### src/rtl/amc_pkg.sv
package amc_pkg;

  typedef enum logic [1:0] {
    ST_IDLE   = 2'd0,
    ST_SETUP  = 2'd1,
    ST_ACCESS = 2'd2,
    ST_HOLD   = 2'd3
  } seq_state_t;

  // whole clocks needed to cover a time span, rounded up, never below one
  function automatic int unsigned span_to_cycles(int unsigned span_ps, int unsigned clk_ps);
    int unsigned c;
    c = (span_ps + clk_ps - 1) / clk_ps;
    return (c == 0) ? 1 : c;
  endfunction

endpackage

### src/rtl/amc_wr_lockout.sv
module amc_wr_lockout #(
  parameter int unsigned HOLD_CYC = 50
) (
  input  logic clk,
  input  logic rst_n,
  input  logic pwr_good,
  output logic locked
);
  localparam int unsigned CW = $clog2(HOLD_CYC + 2);
  localparam logic [CW-1:0] LOAD = CW'(HOLD_CYC);

  logic [CW-1:0] hold_cnt;

  always_ff @(posedge clk) begin
    if (!rst_n)              hold_cnt <= LOAD;
    else if (!pwr_good)      hold_cnt <= LOAD;
    else if (hold_cnt != '0) hold_cnt <= hold_cnt - 1'b1;
  end

  assign locked = !pwr_good || (hold_cnt != '0);

  assert_lock_when_low_R7: assert property (@(posedge clk) disable iff (!rst_n)
    !pwr_good |-> locked);
  assert_lock_on_recover_R7: assert property (@(posedge clk) disable iff (!rst_n)
    $rose(pwr_good) |-> locked);

endmodule

### src/rtl/amc_lane_map.sv
module amc_lane_map #(
  parameter int unsigned LANES = 2
) (
  input  logic               active,
  input  logic [LANES-1:0]   mask,
  input  logic [LANES*8-1:0] bus_in,
  output logic [LANES-1:0]   sel_n,
  output logic [LANES*8-1:0] merged
);
  for (genvar g = 0; g < LANES; g++) begin : g_lane
    assign sel_n[g]        = !(active && mask[g]);
    assign merged[g*8 +: 8] = mask[g] ? bus_in[g*8 +: 8] : 8'h00;
  end
endmodule

### src/rtl/amc_sequencer.sv
module amc_sequencer
  import amc_pkg::*;
#(
  parameter int unsigned ADDR_W  = 18,
  parameter int unsigned LANES   = 2,
  parameter int unsigned ACC_CYC = 2
) (
  input  logic                 clk,
  input  logic                 rst_n,
  input  logic                 locked,
  input  logic                 req_valid,
  output logic                 req_ready,
  input  logic                 req_write,
  input  logic [ADDR_W-1:0]    req_addr,
  input  logic [LANES*8-1:0]   req_wdata,
  input  logic [LANES-1:0]     req_mask,
  output logic                 rsp_valid,
  output logic [LANES*8-1:0]   rsp_rdata,
  output logic                 rsp_err,
  output logic                 bus_active,
  output logic [LANES-1:0]     op_mask_o,
  input  logic [LANES*8-1:0]   merged_in,
  output logic                 mem_we_n,
  output logic                 mem_oe_n,
  output logic [ADDR_W-1:0]    mem_addr,
  output logic [LANES*8-1:0]   mem_dq_out,
  output logic                 mem_dq_oe
);
  localparam int unsigned DW    = LANES * 8;
  localparam int unsigned CNT_W = $clog2(ACC_CYC + 1);
  localparam logic [CNT_W-1:0] CNT_LAST = CNT_W'(ACC_CYC - 1);

  seq_state_t        state;
  logic              op_write;
  logic [LANES-1:0]  op_mask;
  logic [ADDR_W-1:0] op_addr;
  logic [DW-1:0]     op_wdata;
  logic [CNT_W-1:0]  acc_cnt;
  logic              abort_q;

  // named events for the checks
  logic evt_accept, evt_noop, evt_refuse, evt_launch, access_last, evt_done;

  assign req_ready   = (state == ST_IDLE);
  assign evt_accept  = req_valid && req_ready;
  assign evt_noop    = evt_accept && (req_mask == '0);
  assign evt_refuse  = evt_accept && !evt_noop && req_write && locked;
  assign evt_launch  = evt_accept && !evt_noop && !evt_refuse;
  assign access_last = (state == ST_ACCESS) && (acc_cnt == '0);
  assign evt_done    = (state == ST_HOLD);

  always_ff @(posedge clk) begin
    if (!rst_n) begin
      state     <= ST_IDLE;
      op_write  <= 1'b0;
      op_mask   <= '0;
      op_addr   <= '0;
      op_wdata  <= '0;
      acc_cnt   <= '0;
      abort_q   <= 1'b0;
      rsp_valid <= 1'b0;
      rsp_rdata <= '0;
      rsp_err   <= 1'b0;
    end else begin
      rsp_valid <= 1'b0;
      case (state)
        ST_IDLE: begin
          if (evt_noop || evt_refuse) begin
            rsp_valid <= 1'b1;
            rsp_rdata <= '0;
            rsp_err   <= evt_refuse;
          end else if (evt_launch) begin
            op_write <= req_write;
            op_mask  <= req_mask;
            op_addr  <= req_addr;
            op_wdata <= req_wdata;
            abort_q  <= 1'b0;
            state    <= ST_SETUP;
          end
        end
        ST_SETUP: begin
          acc_cnt <= CNT_LAST;
          state   <= ST_ACCESS;
        end
        ST_ACCESS: begin
          if (op_write && locked) abort_q <= 1'b1;
          if (acc_cnt == '0) begin
            rsp_rdata <= op_write ? '0 : merged_in;
            state     <= ST_HOLD;
          end else begin
            acc_cnt <= acc_cnt - 1'b1;
          end
        end
        default: begin
          rsp_valid <= 1'b1;
          rsp_err   <= abort_q;
          state     <= ST_IDLE;
        end
      endcase
    end
  end

  assign bus_active = (state != ST_IDLE);
  assign op_mask_o  = op_mask;
  assign mem_oe_n   = !((state == ST_ACCESS) && !op_write);
  assign mem_we_n   = !((state == ST_ACCESS) && op_write && !locked);
  assign mem_dq_oe  = bus_active && op_write;
  assign mem_addr   = op_addr;
  assign mem_dq_out = op_wdata;

  assert_no_contention_R5: assert property (@(posedge clk) disable iff (!rst_n)
    !(mem_dq_oe && !mem_oe_n));
  assert_turnaround_R5: assert property (@(posedge clk) disable iff (!rst_n)
    $fell(mem_oe_n) |-> !$past(mem_dq_oe));
  assert_we_permit_R7: assert property (@(posedge clk) disable iff (!rst_n)
    !mem_we_n |-> !locked);
  assert_strobes_exclusive_R2: assert property (@(posedge clk) disable iff (!rst_n)
    !(!mem_we_n && !mem_oe_n));
  assert_noop_resp_R6: assert property (@(posedge clk) disable iff (!rst_n)
    evt_noop |=> rsp_valid && !bus_active && !rsp_err);
  assert_refuse_resp_R7: assert property (@(posedge clk) disable iff (!rst_n)
    evt_refuse |=> rsp_valid && rsp_err && !bus_active);
  assert_done_resp_R2: assert property (@(posedge clk) disable iff (!rst_n)
    evt_done |=> rsp_valid && req_ready);
  assert_capture_slot_R3: assert property (@(posedge clk) disable iff (!rst_n)
    access_last |=> (state == ST_HOLD));

endmodule

### src/rtl/async_mem_ctrl.sv
module async_mem_ctrl
  import amc_pkg::*;
#(
  parameter int unsigned ADDR_W     = 18,
  parameter int unsigned CLK_PS     = 20000,
  parameter int unsigned ACCESS_PS  = 25000,
  parameter int unsigned HOLDOFF_PS = 1000000
) (
  input  logic              clk,
  input  logic              rst_n,
  input  logic              pwr_good,
  input  logic              req_valid,
  output logic              req_ready,
  input  logic              req_write,
  input  logic [ADDR_W-1:0] req_addr,
  input  logic [15:0]       req_wdata,
  input  logic [1:0]        req_mask,
  output logic              rsp_valid,
  output logic [15:0]       rsp_rdata,
  output logic              rsp_err,
  output logic              mem_ce_n,
  output logic              mem_we_n,
  output logic              mem_oe_n,
  output logic              mem_lb_n,
  output logic              mem_ub_n,
  output logic [ADDR_W-1:0] mem_addr,
  output logic [15:0]       mem_dq_out,
  output logic              mem_dq_oe,
  input  logic [15:0]       mem_dq_in
);
  localparam int unsigned LANES    = 2;
  localparam int unsigned ACC_CYC  = span_to_cycles(ACCESS_PS, CLK_PS);
  localparam int unsigned HOLD_CYC = span_to_cycles(HOLDOFF_PS, CLK_PS);

  logic             locked;
  logic             bus_active;
  logic [LANES-1:0] op_mask;
  logic [LANES-1:0] sel_n;
  logic [15:0]      merged;

  amc_wr_lockout #(.HOLD_CYC(HOLD_CYC)) u_lockout (
    .clk(clk), .rst_n(rst_n), .pwr_good(pwr_good), .locked(locked)
  );

  amc_lane_map #(.LANES(LANES)) u_lanes (
    .active(bus_active), .mask(op_mask), .bus_in(mem_dq_in),
    .sel_n(sel_n), .merged(merged)
  );

  amc_sequencer #(.ADDR_W(ADDR_W), .LANES(LANES), .ACC_CYC(ACC_CYC)) u_seq (
    .clk(clk), .rst_n(rst_n), .locked(locked),
    .req_valid(req_valid), .req_ready(req_ready), .req_write(req_write),
    .req_addr(req_addr), .req_wdata(req_wdata), .req_mask(req_mask),
    .rsp_valid(rsp_valid), .rsp_rdata(rsp_rdata), .rsp_err(rsp_err),
    .bus_active(bus_active), .op_mask_o(op_mask), .merged_in(merged),
    .mem_we_n(mem_we_n), .mem_oe_n(mem_oe_n), .mem_addr(mem_addr),
    .mem_dq_out(mem_dq_out), .mem_dq_oe(mem_dq_oe)
  );

  assign mem_ce_n = !bus_active;
  assign mem_lb_n = sel_n[0];
  assign mem_ub_n = sel_n[1];

  assert_deselect_quiet_R10: assert property (@(posedge clk) disable iff (!rst_n)
    mem_ce_n |-> (mem_we_n && mem_oe_n && mem_lb_n && mem_ub_n && !mem_dq_oe));
  assert_lane_selected_R3: assert property (@(posedge clk) disable iff (!rst_n)
    !mem_ce_n |-> !(mem_lb_n && mem_ub_n));
  assert_addr_stable_R11: assert property (@(posedge clk) disable iff (!rst_n)
    (!mem_ce_n && $past(!mem_ce_n)) |-> $stable(mem_addr));
  assert_lanes_stable_R3: assert property (@(posedge clk) disable iff (!rst_n)
    (!mem_ce_n && $past(!mem_ce_n)) |-> ($stable(mem_lb_n) && $stable(mem_ub_n)));

endmodule

### config.mk
export PLATFORM = sky130hd
export DESIGN_NAME = async_mem_ctrl
export DESIGN_NICKNAME = d
export VERILOG_FILES = /design/src/rtl/amc_pkg.sv /design/src/rtl/amc_wr_lockout.sv /design/src/rtl/amc_lane_map.sv /design/src/rtl/amc_sequencer.sv /design/src/rtl/async_mem_ctrl.sv
export SDC_FILE = /design/constraint.sdc
export NUM_CORES = 1
export LEC_CHECK = 0
export ABC_AREA = 1
export BUFFER_PORTS_ARGS = -buffer_cell sky130_fd_sc_hd__buf_2
export CELL_PAD_IN_SITES_DETAIL_PLACEMENT = 1
export CELL_PAD_IN_SITES_GLOBAL_PLACEMENT = 1
export CORE_MARGIN = 2
export CORE_UTILIZATION = 37
export CTS_BUF_LIST = sky130_fd_sc_hd__clkbuf_4 sky130_fd_sc_hd__clkbuf_8
export DETAILED_ROUTE_END_ITERATION = 10
export PLACE_DENSITY = 0.9
export SLEW_MARGIN = 25
export SYNTH_ARGS = -nofsm -noshare
export SYNTH_HDL_FRONTEND = slang
export SYNTH_SLANG_ARGS = --single-unit
### constraint.sdc
create_clock -name clk -period 3.05 [get_ports clk]
set_input_delay 0.61 -clock clk [delete_from_list [all_inputs] [get_ports clk]]
set_output_delay 0.61 -clock clk [all_outputs]
set_load 0.01 [all_outputs]
==> impl_metrics.py <==
metrics = {
    "routing": {
        "dr.first_iter.drc_count": 69,
        "first_pass_detailed_route_iteration_total": 4,
        "m1WireLength_mm": 3.71,
        "wl_per_cell_um": 13.5,
        "via_cell_ratio": 4.64,
        "met3_wire_length_um": 444,
        "wl_mm": 8.18,
        "antenna_left": 0,
        "num_vias": 2813,
        "highest-signal-layer": "met4",
        "met2_wirelength_mm": 3.91,
        "route.detailed.drc": 0,
    },
    "timing": {
        "rsz0062_at_grt": "false",
        "totalNegativeSetupSlack_ns": 0,
        "fmaxAchievable_mhz": 393,
        "period_share_pct": 83.5,
        "timing_hold_violations_final": 0,
        "hold_slack_ns": 0.480,
        "layout_setup_ws_ns": 0.504,
        "slew_viol_final": 0,
        "setup_viol": 0,
        "timing.final.crit_period_ns": 2.55,
        "clock-skew-final_ns": 0.00759,
        "timing_worst_slew_pin_value_ns": 0.620,
        "slew-limit-headroom_pct": 58.6,
    },
    "die": {
        "placement_rows": 31,
        "core_um2": 7330,
        "floorplan.io_pins": 116,
        "start_util_pct": 38.8,
        "floorplan.die.width_um": 91.7,
        "die_area_um2": 8410,
        "dieHeight_um": 91.7,
    },
    "clock_tree": {
        "post-cts-setup-buffers": 0,
        "clkSinkCount": 66,
        "worst_skew_pair.late_latency_ns": 0.34,
        "h_tree_lvls": 3,
        "cts_tree": "built",
        "number_of_buffers_inserted_during_clock_tree_synthesis": 9,
        "clock_tree.buffer_depth": 2,
        "cts.root.buffer_cell": "sky130_fd_sc_hd__clkbuf_8",
        "clkSlewWorstSetupHoldPaths_ns": 0.08,
        "cts_resized": 0,
        "postCtsHoldBufs": 0,
    },
    "worst_setup_path": {
        "crit_buf_inv": 2,
        "critPathLaunchType": "register",
        "cp_cell_sequence": "inv_1, ha_1, nand2_4, nor2_1, nand2_4, inv_2, nand3_1, nand2_1, a21oi_1",
        "timing.critical_path.mode_cell": "sky130_fd_sc_hd__nand2_4",
        "crit_path_end_kind": "register",
        "slowest_cell_delay_on_critical_path_ns": 0.57,
        "crit_path_max_fanout": 39,
        "cp.arrival_ns": 2.79,
        "cp_slowest_cell": "sky130_fd_sc_hd__inv_2",
        "path_delay_family": "simple AND/OR/NAND/NOR gates",
        "worst-setup-path-type": "reg2reg",
        "worst_ep_required_time_ns": 3.29,
    },
    "synthesis": {
        "postSynth.topFlopCell": "sky130_fd_sc_hd__dfxtp_1",
        "ys_seq_area_share_pct": 46.4,
        "synth_edf_count": 0,
        "synth_area_per_cell_um2": 7.22,
        "syn_area_um2": 2850,
        "synthCells": 394,
        "mappedNetlistNets": 458,
        "synth_warnings": 0,
        "async_s_r_ff_share_synth_pct": 0,
        "synth_seq_cells": 66,
        "synthDistinctLibCells": 30,
    },
    "cells_and_area": {
        "drive_gt1_share_pct": 28.8,
        "area_delta_synth_final_pct": 26.8,
        "antenna_cells_inserted": 0,
        "finish.instance_area_um2": 3610,
        "register_area_um2": 1320,
        "final_core_utilization_pct": 49.2,
        "multiInputGateArea_um2": 1280,
        "final_cell_count_no_fill": 606,
        "nNetsFinal": 566,
        "fillers": 1003,
    },
    "placement": {
        "placed_cells": 590,
        "dpl_cell_area_um2": 3430,
        "detailedPlacementHpwl_mm": 5.97,
        "preCtsSetupSlack_ns": 0.560,
        "numPortBuffers": 115,
        "gp_congestion": 0.752,
    },
    "power_and_ir_drop": {
        "post-layout-total-power_mw": 3.14,
        "power.leakage_nw": 1.77,
        "worst_ir_drop_vdd_mv": 0.297,
        "pwr_density_cell_nw_per_um2": 871,
    },
    "run": {
        "maxCapViolCount": 0,
    },
    "grt": {
        "pin_count_of_the_biggest_net_entering_global_routing": 40,
        "global_route.overflow_total": 0,
        "grt_pass1_vias": 2770,
        "grt_util_all_layers_pct": 19.9,
        "antenna_found_initial": 0,
        "grt_first_pass_wirelength_mm": 13.3,
    },
    "run_status": {
        "outcome": "completed",
    },
    "hold_path": {
        "min-delay-path-class": "reg2reg",
    },
}
sequential cells by signal, summed over array words and instances (netlist names):
signal	count
u_seq.mem_addr	18
u_seq.mem_dq_out	16
u_seq.rsp_rdata	16
u_lockout.hold_cnt	6
u_seq.acc_cnt	2
u_seq.op_mask_o	2
u_seq.state	2
u_seq.abort_q	1
u_seq.op_write	1
u_seq.rsp_err	1
u_seq.rsp_valid	1
worst reg2reg max path: cells and delay by family (launching register included):
| kind | cells | cell delay [ns] |
|---|---|---|
| AO/OA/AOI/OAI | 1 | 0.04 |
| adder cells (fa/ha/maj) | 1 | 0.49 |
| buffers and inverters | 2 | 0.68 |
| AND/OR/NAND/NOR | 5 | 0.89 |
| flip-flops | 1 | 0.35 |
cell usage after synthesis (all sizes together) (2+ instances only):
master	number	area share, %
inv	29	3.8
dfxtp	66	46
o21ai	42	7.4
clkbuf	7	0.92
nand2	68	10
a21oi	10	1.8
buf	13	3.6
nor2	130	17
xor2	3	0.92
nand3	8	1.6
ha	7	3.1
nand3b	2	0.53
or2	2	0.44
per-layer routing:
layer	up-vias	global-route usage [%]
met2	78	34.2
met3	9	4.60
li1	1434	-
met4	0	6.34
met1	1292	24.8
met5	-	0
logic make-up (layout without fill, tap and decap cells):
| group | after synthesis | in the layout | synth area share (%) |
|---|---|---|---|
| and+or+nand+nor | 212 | 212 | 30.9 |
| DFF | 66 | 66 | 46.4 |
| AOI/OAI and AO/OA | 55 | 55 | 9.89 |
| buffers and inverters | 50 | 163 | 8.49 |
| adders and majority gates | 7 | 7 | 3.08 |
| xor gates and xnor gates | 4 | 4 | 1.23 |
layout make-up:
cell class / count / share of cell area, %
Clock buffer: 9 / 3.43
Clock inverter: 7 / 1.49
Inverter: 30 / 3.12
Multi-Input combinational cell: 278 / 35.5
Sequential cell: 66 / 36.6
Tap cell: 99 / 3.43
Timing Repair Buffer: 117 / 16.4
layout by cell type, fill, tap and decap left out, types with 7 or more instances in the layout:
master	count
sky130_fd_sc_hd__a21oi_1	10
sky130_fd_sc_hd__buf_2	115
sky130_fd_sc_hd__clkbuf_8	9
sky130_fd_sc_hd__dfxtp_1	66
sky130_fd_sc_hd__ha_1	7
sky130_fd_sc_hd__inv_1	27
sky130_fd_sc_hd__nand2_1	62
sky130_fd_sc_hd__nand3_1	7
sky130_fd_sc_hd__nor2_1	128
sky130_fd_sc_hd__o21ai_0	29
sky130_fd_sc_hd__o21ai_1	13
power breakdown:
part / leakage (nW) / internal, mW / switching, mW / total (mW)
combinational: 1.15 / 0.453 / 0.826 / 1.28
clock: 0.0822 / 0.300 / 0.369 / 0.669
sequential: 0.543 / 1.08 / 0.119 / 1.19
path summary, 6_finish.rpt:
check | cells after the start | end | from | slack (ns)
max reg2reg | 9 | u_seq.abort_q | u_seq.state[0] | 0.50
min | 2 | u_seq.abort_q | u_seq.abort_q | 0.48
max | 9 | u_seq.abort_q | u_seq.state[0] | 0.50
min reg2reg | 2 | u_seq.abort_q | u_seq.abort_q | 0.48
Power figures use the tool's default switching activity.
